[src/rtl/lft_pkg.sv]
package lft_pkg;
   typedef enum logic [2:0] {
      ST_IDLE  = 3'd0,
      ST_STAGE = 3'd1,
      ST_WAIT  = 3'd2,
      ST_SEND  = 3'd3,
      ST_DONE  = 3'd4
   } lft_state_e;
endpackage

[src/rtl/lft_ctrl.sv]
module lft_ctrl
   import lft_pkg::*;
#(
   parameter int NUM_ENTRIES = 8,
   parameter int NIB_CNT     = 32
) (
   input  logic                           clk,
   input  logic                           rst_n,
   input  logic                           load_i,
   input  logic                           ack_i,
   output logic                           accept_o,
   output logic                           stg_we_o,
   output logic [$clog2(NUM_ENTRIES)-1:0] stg_idx_o,
   output logic                           ser_first_o,
   output logic                           ser_step_o,
   output logic                           ser_clear_o,
   output logic [$clog2(NIB_CNT)-1:0]     ser_idx_o,
   output logic                           sending_o,
   output logic                           busy_o,
   output logic                           done_o,
   output logic                           overrun_o
);
   localparam int STG_W = $clog2(NUM_ENTRIES);
   localparam int CNT_W = $clog2(NIB_CNT);
   localparam logic [STG_W-1:0] STG_LAST = STG_W'(NUM_ENTRIES - 1);
   localparam logic [CNT_W-1:0] NIB_LAST = CNT_W'(NIB_CNT - 1);

   lft_state_e       state_q;
   logic [STG_W-1:0] stg_q;
   logic [CNT_W-1:0] nib_q;
   logic             ovr_q;
   logic             nib_last;

   assign accept_o = load_i && (state_q == ST_IDLE || state_q == ST_DONE);
   assign nib_last = (nib_q == NIB_LAST);

   always_ff @(posedge clk or negedge rst_n) begin
      if (!rst_n) begin
         state_q <= ST_IDLE;
         stg_q   <= '0;
         nib_q   <= '0;
         ovr_q   <= 1'b0;
      end else begin
         if (accept_o)
            ovr_q <= 1'b0;
         else if (load_i)
            ovr_q <= 1'b1;
         unique case (state_q)
            ST_IDLE, ST_DONE: begin
               if (accept_o) begin
                  state_q <= ST_STAGE;
                  stg_q   <= '0;
               end else begin
                  state_q <= ST_IDLE;
               end
            end
            ST_STAGE: begin
               if (stg_q == STG_LAST)
                  state_q <= ST_WAIT;
               else
                  stg_q <= stg_q + 1'b1;
            end
            ST_WAIT: begin
               if (ack_i) begin
                  state_q <= ST_SEND;
                  nib_q   <= '0;
               end
            end
            ST_SEND: begin
               if (nib_last)
                  state_q <= ST_DONE;
               else
                  nib_q <= nib_q + 1'b1;
            end
            default: state_q <= ST_IDLE;
         endcase
      end
   end

   assign stg_we_o    = (state_q == ST_STAGE);
   assign stg_idx_o   = stg_q;
   assign ser_first_o = (state_q == ST_WAIT) && ack_i;
   assign ser_step_o  = (state_q == ST_SEND) && !nib_last;
   assign ser_clear_o = (state_q == ST_SEND) && nib_last;
   assign ser_idx_o   = (state_q == ST_WAIT) ? '0 : CNT_W'(nib_q + 1'b1);
   assign sending_o   = (state_q == ST_SEND);
   assign busy_o      = (state_q == ST_STAGE) || (state_q == ST_WAIT) || (state_q == ST_SEND);
   assign done_o      = (state_q == ST_DONE);
   assign overrun_o   = ovr_q;

   // independent window counter for the staging length check
   logic [STG_W+1:0] win_q;
   always_ff @(posedge clk or negedge rst_n) begin
      if (!rst_n)
         win_q <= '0;
      else if (accept_o)
         win_q <= '0;
      else if (win_q != '1)
         win_q <= win_q + 1'b1;
   end

   // staging lasts exactly NUM_ENTRIES cycles after an accepted load
   p_stage_len_r4: assert property (@(posedge clk) disable iff (!rst_n)
      (state_q == ST_WAIT && $past(state_q) == ST_STAGE) |-> (win_q == (STG_W+2)'(NUM_ENTRIES)));

   // no progress out of the wait state without acknowledge
   p_ack_hold_r3: assert property (@(posedge clk) disable iff (!rst_n)
      (state_q == ST_WAIT && !ack_i) |=> (state_q == ST_WAIT));

   // a refused load leaves the overrun flag set
   p_overrun_r6: assert property (@(posedge clk) disable iff (!rst_n)
      (load_i && busy_o) |=> overrun_o);

   // done is a single-cycle pulse
   p_done_pulse_r7: assert property (@(posedge clk) disable iff (!rst_n)
      done_o |=> !done_o);
endmodule

[src/rtl/lft_stager.sv]
module lft_stager #(
   parameter int SAMPLE_W    = 16,
   parameter int NUM_SAMPLES = 3,
   parameter int NUM_ENTRIES = 8
) (
   input  logic                            clk,
   input  logic                            rst_n,
   input  logic                            cap_i,
   input  logic [NUM_SAMPLES*SAMPLE_W-1:0] samples_i,
   input  logic                            we_i,
   input  logic [$clog2(NUM_ENTRIES)-1:0]  idx_i,
   output logic [NUM_ENTRIES*SAMPLE_W-1:0] frame_o
);
   localparam int STG_W = $clog2(NUM_ENTRIES);

   logic [NUM_SAMPLES*SAMPLE_W-1:0] hold_q;

   always_ff @(posedge clk or negedge rst_n) begin
      if (!rst_n)
         hold_q <= '0;
      else if (cap_i)
         hold_q <= samples_i;
   end

   for (genvar e = 0; e < NUM_ENTRIES; e++) begin : g_ent
      logic [SAMPLE_W-1:0] ent_q;
      logic [SAMPLE_W-1:0] ent_src;
      if (e < NUM_SAMPLES) begin : g_sample
         assign ent_src = hold_q[e*SAMPLE_W +: SAMPLE_W];
      end else begin : g_pad
         assign ent_src = '0;
      end
      always_ff @(posedge clk or negedge rst_n) begin
         if (!rst_n)
            ent_q <= '0;
         else if (we_i && idx_i == STG_W'(e))
            ent_q <= ent_src;
      end
      assign frame_o[e*SAMPLE_W +: SAMPLE_W] = ent_q;
   end
endmodule

[src/rtl/lft_serializer.sv]
module lft_serializer #(
   parameter int LANES   = 4,
   parameter int FRAME_W = 128,
   parameter int CNT_W   = 5
) (
   input  logic               clk,
   input  logic               rst_n,
   input  logic [FRAME_W-1:0] frame_i,
   input  logic               first_i,
   input  logic               step_i,
   input  logic               clear_i,
   input  logic [CNT_W-1:0]   idx_i,
   output logic               lnk_clk_o,
   output logic [LANES-1:0]   lnk_dat_o
);
   logic [LANES-1:0] nib;
   logic             lclk_q;
   logic [LANES-1:0] dat_q;

   assign nib = frame_i[idx_i*LANES +: LANES];

   always_ff @(posedge clk or negedge rst_n) begin
      if (!rst_n) begin
         lclk_q <= 1'b0;
         dat_q  <= '0;
      end else if (first_i) begin
         lclk_q <= 1'b1;
         dat_q  <= nib;
      end else if (step_i) begin
         lclk_q <= ~lclk_q;
         dat_q  <= nib;
      end else if (clear_i) begin
         lclk_q <= 1'b0;
         dat_q  <= '0;
      end
   end

   assign lnk_clk_o = lclk_q;
   assign lnk_dat_o = dat_q;
endmodule

[src/rtl/link_frame_tx.sv]
module link_frame_tx #(
   parameter int SAMPLE_W    = 16,
   parameter int NUM_SAMPLES = 3,
   parameter int NUM_ENTRIES = 8,
   parameter int LANES       = 4
) (
   input  logic                            clk,
   input  logic                            rst_n,
   input  logic                            load_i,
   input  logic [NUM_SAMPLES*SAMPLE_W-1:0] samples_i,
   input  logic                            ack_i,
   output logic                            lnk_clk_o,
   output logic [LANES-1:0]                lnk_dat_o,
   output logic                            busy_o,
   output logic                            done_o,
   output logic                            overrun_o
);
   localparam int FRAME_W = NUM_ENTRIES * SAMPLE_W;
   localparam int NIB_CNT = FRAME_W / LANES;
   localparam int STG_W   = $clog2(NUM_ENTRIES);
   localparam int CNT_W   = $clog2(NIB_CNT);

   if (SAMPLE_W % LANES != 0) begin : g_bad_lanes
      $error("SAMPLE_W must be a multiple of LANES");
   end
   if (NUM_SAMPLES > NUM_ENTRIES || NUM_SAMPLES < 1) begin : g_bad_samples
      $error("NUM_SAMPLES must lie in 1..NUM_ENTRIES");
   end
   if ((NUM_ENTRIES & (NUM_ENTRIES - 1)) != 0 || NUM_ENTRIES < 2) begin : g_bad_entries
      $error("NUM_ENTRIES must be a power of two of at least 2");
   end
   if ((NIB_CNT % 2) != 0) begin : g_bad_nibbles
      $error("frame must hold an even number of nibbles");
   end

   logic             accept;
   logic             stg_we;
   logic [STG_W-1:0] stg_idx;
   logic             ser_first;
   logic             ser_step;
   logic             ser_clear;
   logic [CNT_W-1:0] ser_idx;
   logic             sending;
   logic [FRAME_W-1:0] frame;

   lft_ctrl #(.NUM_ENTRIES(NUM_ENTRIES), .NIB_CNT(NIB_CNT)) i_ctrl (
      .clk(clk), .rst_n(rst_n), .load_i(load_i), .ack_i(ack_i),
      .accept_o(accept), .stg_we_o(stg_we), .stg_idx_o(stg_idx),
      .ser_first_o(ser_first), .ser_step_o(ser_step), .ser_clear_o(ser_clear),
      .ser_idx_o(ser_idx), .sending_o(sending), .busy_o(busy_o),
      .done_o(done_o), .overrun_o(overrun_o)
   );

   lft_stager #(.SAMPLE_W(SAMPLE_W), .NUM_SAMPLES(NUM_SAMPLES), .NUM_ENTRIES(NUM_ENTRIES)) i_stager (
      .clk(clk), .rst_n(rst_n), .cap_i(accept), .samples_i(samples_i),
      .we_i(stg_we), .idx_i(stg_idx), .frame_o(frame)
   );

   lft_serializer #(.LANES(LANES), .FRAME_W(FRAME_W), .CNT_W(CNT_W)) i_ser (
      .clk(clk), .rst_n(rst_n), .frame_i(frame), .first_i(ser_first),
      .step_i(ser_step), .clear_i(ser_clear), .idx_i(ser_idx),
      .lnk_clk_o(lnk_clk_o), .lnk_dat_o(lnk_dat_o)
   );

   // link quiet whenever the controller is not sending
   p_idle_quiet_r5: assert property (@(posedge clk) disable iff (!rst_n)
      !sending |-> (!lnk_clk_o && lnk_dat_o == '0));

   // forwarded clock toggles on every cycle of a send
   p_clk_toggle_r2: assert property (@(posedge clk) disable iff (!rst_n)
      (sending && $past(sending)) |-> (lnk_clk_o != $past(lnk_clk_o)));

   // a send always opens with the link clock high
   p_clk_open_r2: assert property (@(posedge clk) disable iff (!rst_n)
      $rose(sending) |-> lnk_clk_o);
endmodule

[config.mk]
export PLATFORM = sky130hd
export DESIGN_NAME = link_frame_tx
export DESIGN_NICKNAME = d
export VERILOG_FILES = /design/src/rtl/lft_pkg.sv /design/src/rtl/lft_ctrl.sv /design/src/rtl/lft_stager.sv /design/src/rtl/lft_serializer.sv /design/src/rtl/link_frame_tx.sv
export SDC_FILE = /design/constraint.sdc
export NUM_CORES = 1
export LEC_CHECK = 0
export BUFFER_PORTS_ARGS = -buffer_cell sky130_fd_sc_hd__buf_2
export CORE_MARGIN = 1.5
export CORE_UTILIZATION = 55
export CTS_CLUSTER_DIAMETER = 30
export DETAILED_ROUTE_END_ITERATION = 7
export PLACE_DENSITY = 0.75
export SYNTH_ARGS = -nofsm -noshare
export SYNTH_HDL_FRONTEND = slang
export SYNTH_HIERARCHICAL = 1
export SYNTH_SLANG_ARGS = --single-unit
export TNS_END_PERCENT = 20
[constraint.sdc]
create_clock -name clk -period 3 [get_ports clk]
set_input_delay 0.45 -clock clk [delete_from_list [all_inputs] [get_ports clk]]
set_output_delay 0.45 -clock clk [all_outputs]
set_load 0.05 [all_outputs]
==> impl_metrics.py <==
metrics = {
    "pwr": {
        "powerDensity_nw_per_um2": 1216,
        "p_total_mw": 8.487,
        "cellLeakagePower_nw": 3.175,
        "vdd_drop_max_v": 0.0006561,
    },
    "final_layout": {
        "antennaDiodeCount": 0,
        "layout-drive-gt1-share_pct": 38.09,
        "nNetsFinal": 599,
        "syn2layout_area_growth_pct": 10.98,
        "postLayoutCellArea_um2": 6979,
        "fillCellCount": 825,
        "utilization_pct": 63.55,
    },
    "route": {
        "viasPerCell": 5.223,
        "first_iter_violations": 178,
        "firstDrtPassIters": 4,
        "wl_per_cell_um": 16.12,
        "drcViolationCount": 0,
        "antenna_left": 0,
        "route.final.wire_length_um": 11190,
        "vias": 3625,
    },
    "worst_setup_path": {
        "cp-start-kind": "flop",
        "r2r-end": "i_ser/lnk_dat_o[2]",
        "reg2reg_slack_ps": 330,
        "cp_data_arrival_time_ps": 2950,
        "cp-end-kind": "flop",
        "critPathCapture": "i_ser/lnk_dat_o[2]",
        "r2r_start": "i_ctrl/state_q[1]",
        "rr_worst_depth": 9,
        "critPathLaunch": "i_ctrl/state_q[1]",
        "path_class": "flop to flop",
        "cp.required_ps": 3280,
        "critPathMaxFanout": 20,
    },
    "grt": {
        "grtUsageTotal_pct": 20.96,
        "grt_overflow": 0,
        "grt_pass1_vias": 3653,
        "antenna_found_initial": 0,
        "use_met3_pct": 6.343,
        "grt_pass1_wl_um": 18530,
        "grt_start_max_net_pins": 64,
        "top_usage_layer": "met2",
        "grt.met2_usage_pct": 33.41,
        "use_met1_pct": 26.72,
    },
    "outcome": {
        "status": "finished clean",
    },
    "cts": {
        "cts_setup_buffers": 0,
        "clkTransAtPathRegs_ps": 50,
        "hold_buffers": 0,
        "clkLatencyLatePin_ps": 410,
        "cts_root_buf": "clkbuf_16",
        "cts_tree": "yes",
        "clkSinkCount": 113,
        "ctsResizeCount": 0,
        "cts_made_buffers": 17,
        "cts_max_path_buffers": 2,
        "htreeDepth": 4,
    },
    "timing": {
        "tns_ps": 0,
        "skew_ps": 6.876,
        "hold_violations": 0,
        "fmax_mhz": 373.8,
        "period_share_pct": 89.17,
        "rsz0062_at_grt": "no",
        "worst_slew_pin_slew_ps": 778.3,
        "setup_viol": 0,
        "slew-limit-headroom_pct": 48.11,
        "min_period_ps": 2675,
        "slew_viol_final": 0,
    },
    "floorplan": {
        "die_area_um2": 12080,
        "io_pins": 60,
        "die_x_um": 109.9,
        "fp.dieH_um": 109.9,
        "initial_core_util_pct": 57.26,
        "core_region_area_um2": 10980,
        "num_rows": 38,
    },
    "synth": {
        "synth_area_um2": 6289,
        "synth_cells": 484,
        "synth_warnings": 6,
        "syn_area_per_cell_um2": 12.99,
    },
    "hold_path": {
        "hold_class": "input pin to asynchronous set/reset pin",
    },
    "place": {
        "io_buffers": 59,
        "placed_area_um2": 6339,
        "gp_congestion": 0.8739,
        "hpwl_um": 8041,
    },
    "run": {
        "cap_violations": 0,
    },
}
[where the power goes]
part / switching, mW / total [mW] / leakage (nW) / internal, mW
clock: 0.675 / 2.18 / 0.308 / 1.50
sequential: 0.498 / 2.80 / 1.35 / 2.31
combinational: 1.66 / 3.51 / 1.51 / 1.85
[routing by layer]
layer	share of wire, %	routed length, µm
met3	4.1	456
met1	45	4992
met5	0	0
met4	1.3	144
met2	50	5593
[cell usage in the layout, fill, tap and decap left out, types with 2 or more instances in the layout]
cell type and count:
a211oi_1 8, a21oi_1 13, a221oi_1 8, a22o_1 2
a22oi_1 8, a31oi_1 2, and2b_1 3, and3_1 4
and4bb_2 2, buf_12 2, buf_2 58, buf_4 8
bufinv_16 5, clkbuf_16 17, clkbuf_8 2, clkinv_2 2
clkinvlp_4 2, conb_1 80, dfrtp_1 113, ha_1 4
inv_1 5, mux2_2 97, mux2_4 3, mux2i_1 29
mux4_1 10, mux4_2 6, nand2_1 11, nand2b_1 2
nor2_1 8, nor2b_1 12, nor3_1 3, nor4b_4 2
o21ai_0 2, o41ai_1 4
[area by class of cell]
cell class / count / area [µm²] / area share (%)
Multi-Input combinational cell: 337 / 2923 / 41.88
Sequential cell: 113 / 2828 / 40.52
Clock buffer: 20 / 456.7 / 6.544
Timing Repair Buffer: 68 / 390.4 / 5.593
Clock inverter: 10 / 183.9 / 2.635
Tap cell: 140 / 175.2 / 2.510
Inverter: 6 / 22.52 / 0.3227
[sequential cells by signal (all words and copies together), names as in the netlist]
register,flops
i_ctrl/overrun_o,1
i_stager/hold_q,48
i_ctrl/nib_q,5
i_stager/g_ent.ent_q,48
i_ctrl/state_q,3
i_ctrl/stg_idx_o,3
i_ser/lnk_dat_o,4
i_ser/lnk_clk_o,1
[worst max-delay path, stage by stage, from the launching register on]
cell      delay [ps]
dfrtp_1          470
inv_1            150
nor3_2           100
nor2_4           470
buf_4            380
and2b_1          230
a211oi_1         250
a221oi_1          90
a221oi_1         270
o41ai_1          120
[stage by stage]
stage	instances	hold WS (ps)	worst slack [ps]
finish	694	115.2	325.0
global route	694	170.5	103.2
CTS	694	137.0	300.8
detailed placement	664	489.5	338.3
global placement	664	467.7	409.2
floorplan	563	154.4	776.3
[worst min-delay path by stage]
stage	endpoint	cells after the start
final	i_stager/hold_q[0]	1
after CTS	i_stager/hold_q[0]	1
after floorplan	i_ctrl/nib_q[0]	0
after global placement	i_ctrl/overrun_o	2
after global routing	i_stager/hold_q[0]	1
after detailed placement	i_stager/g_ent[1].ent_q[1]	1
Note: power is estimated with default switching activity, not from simulation.
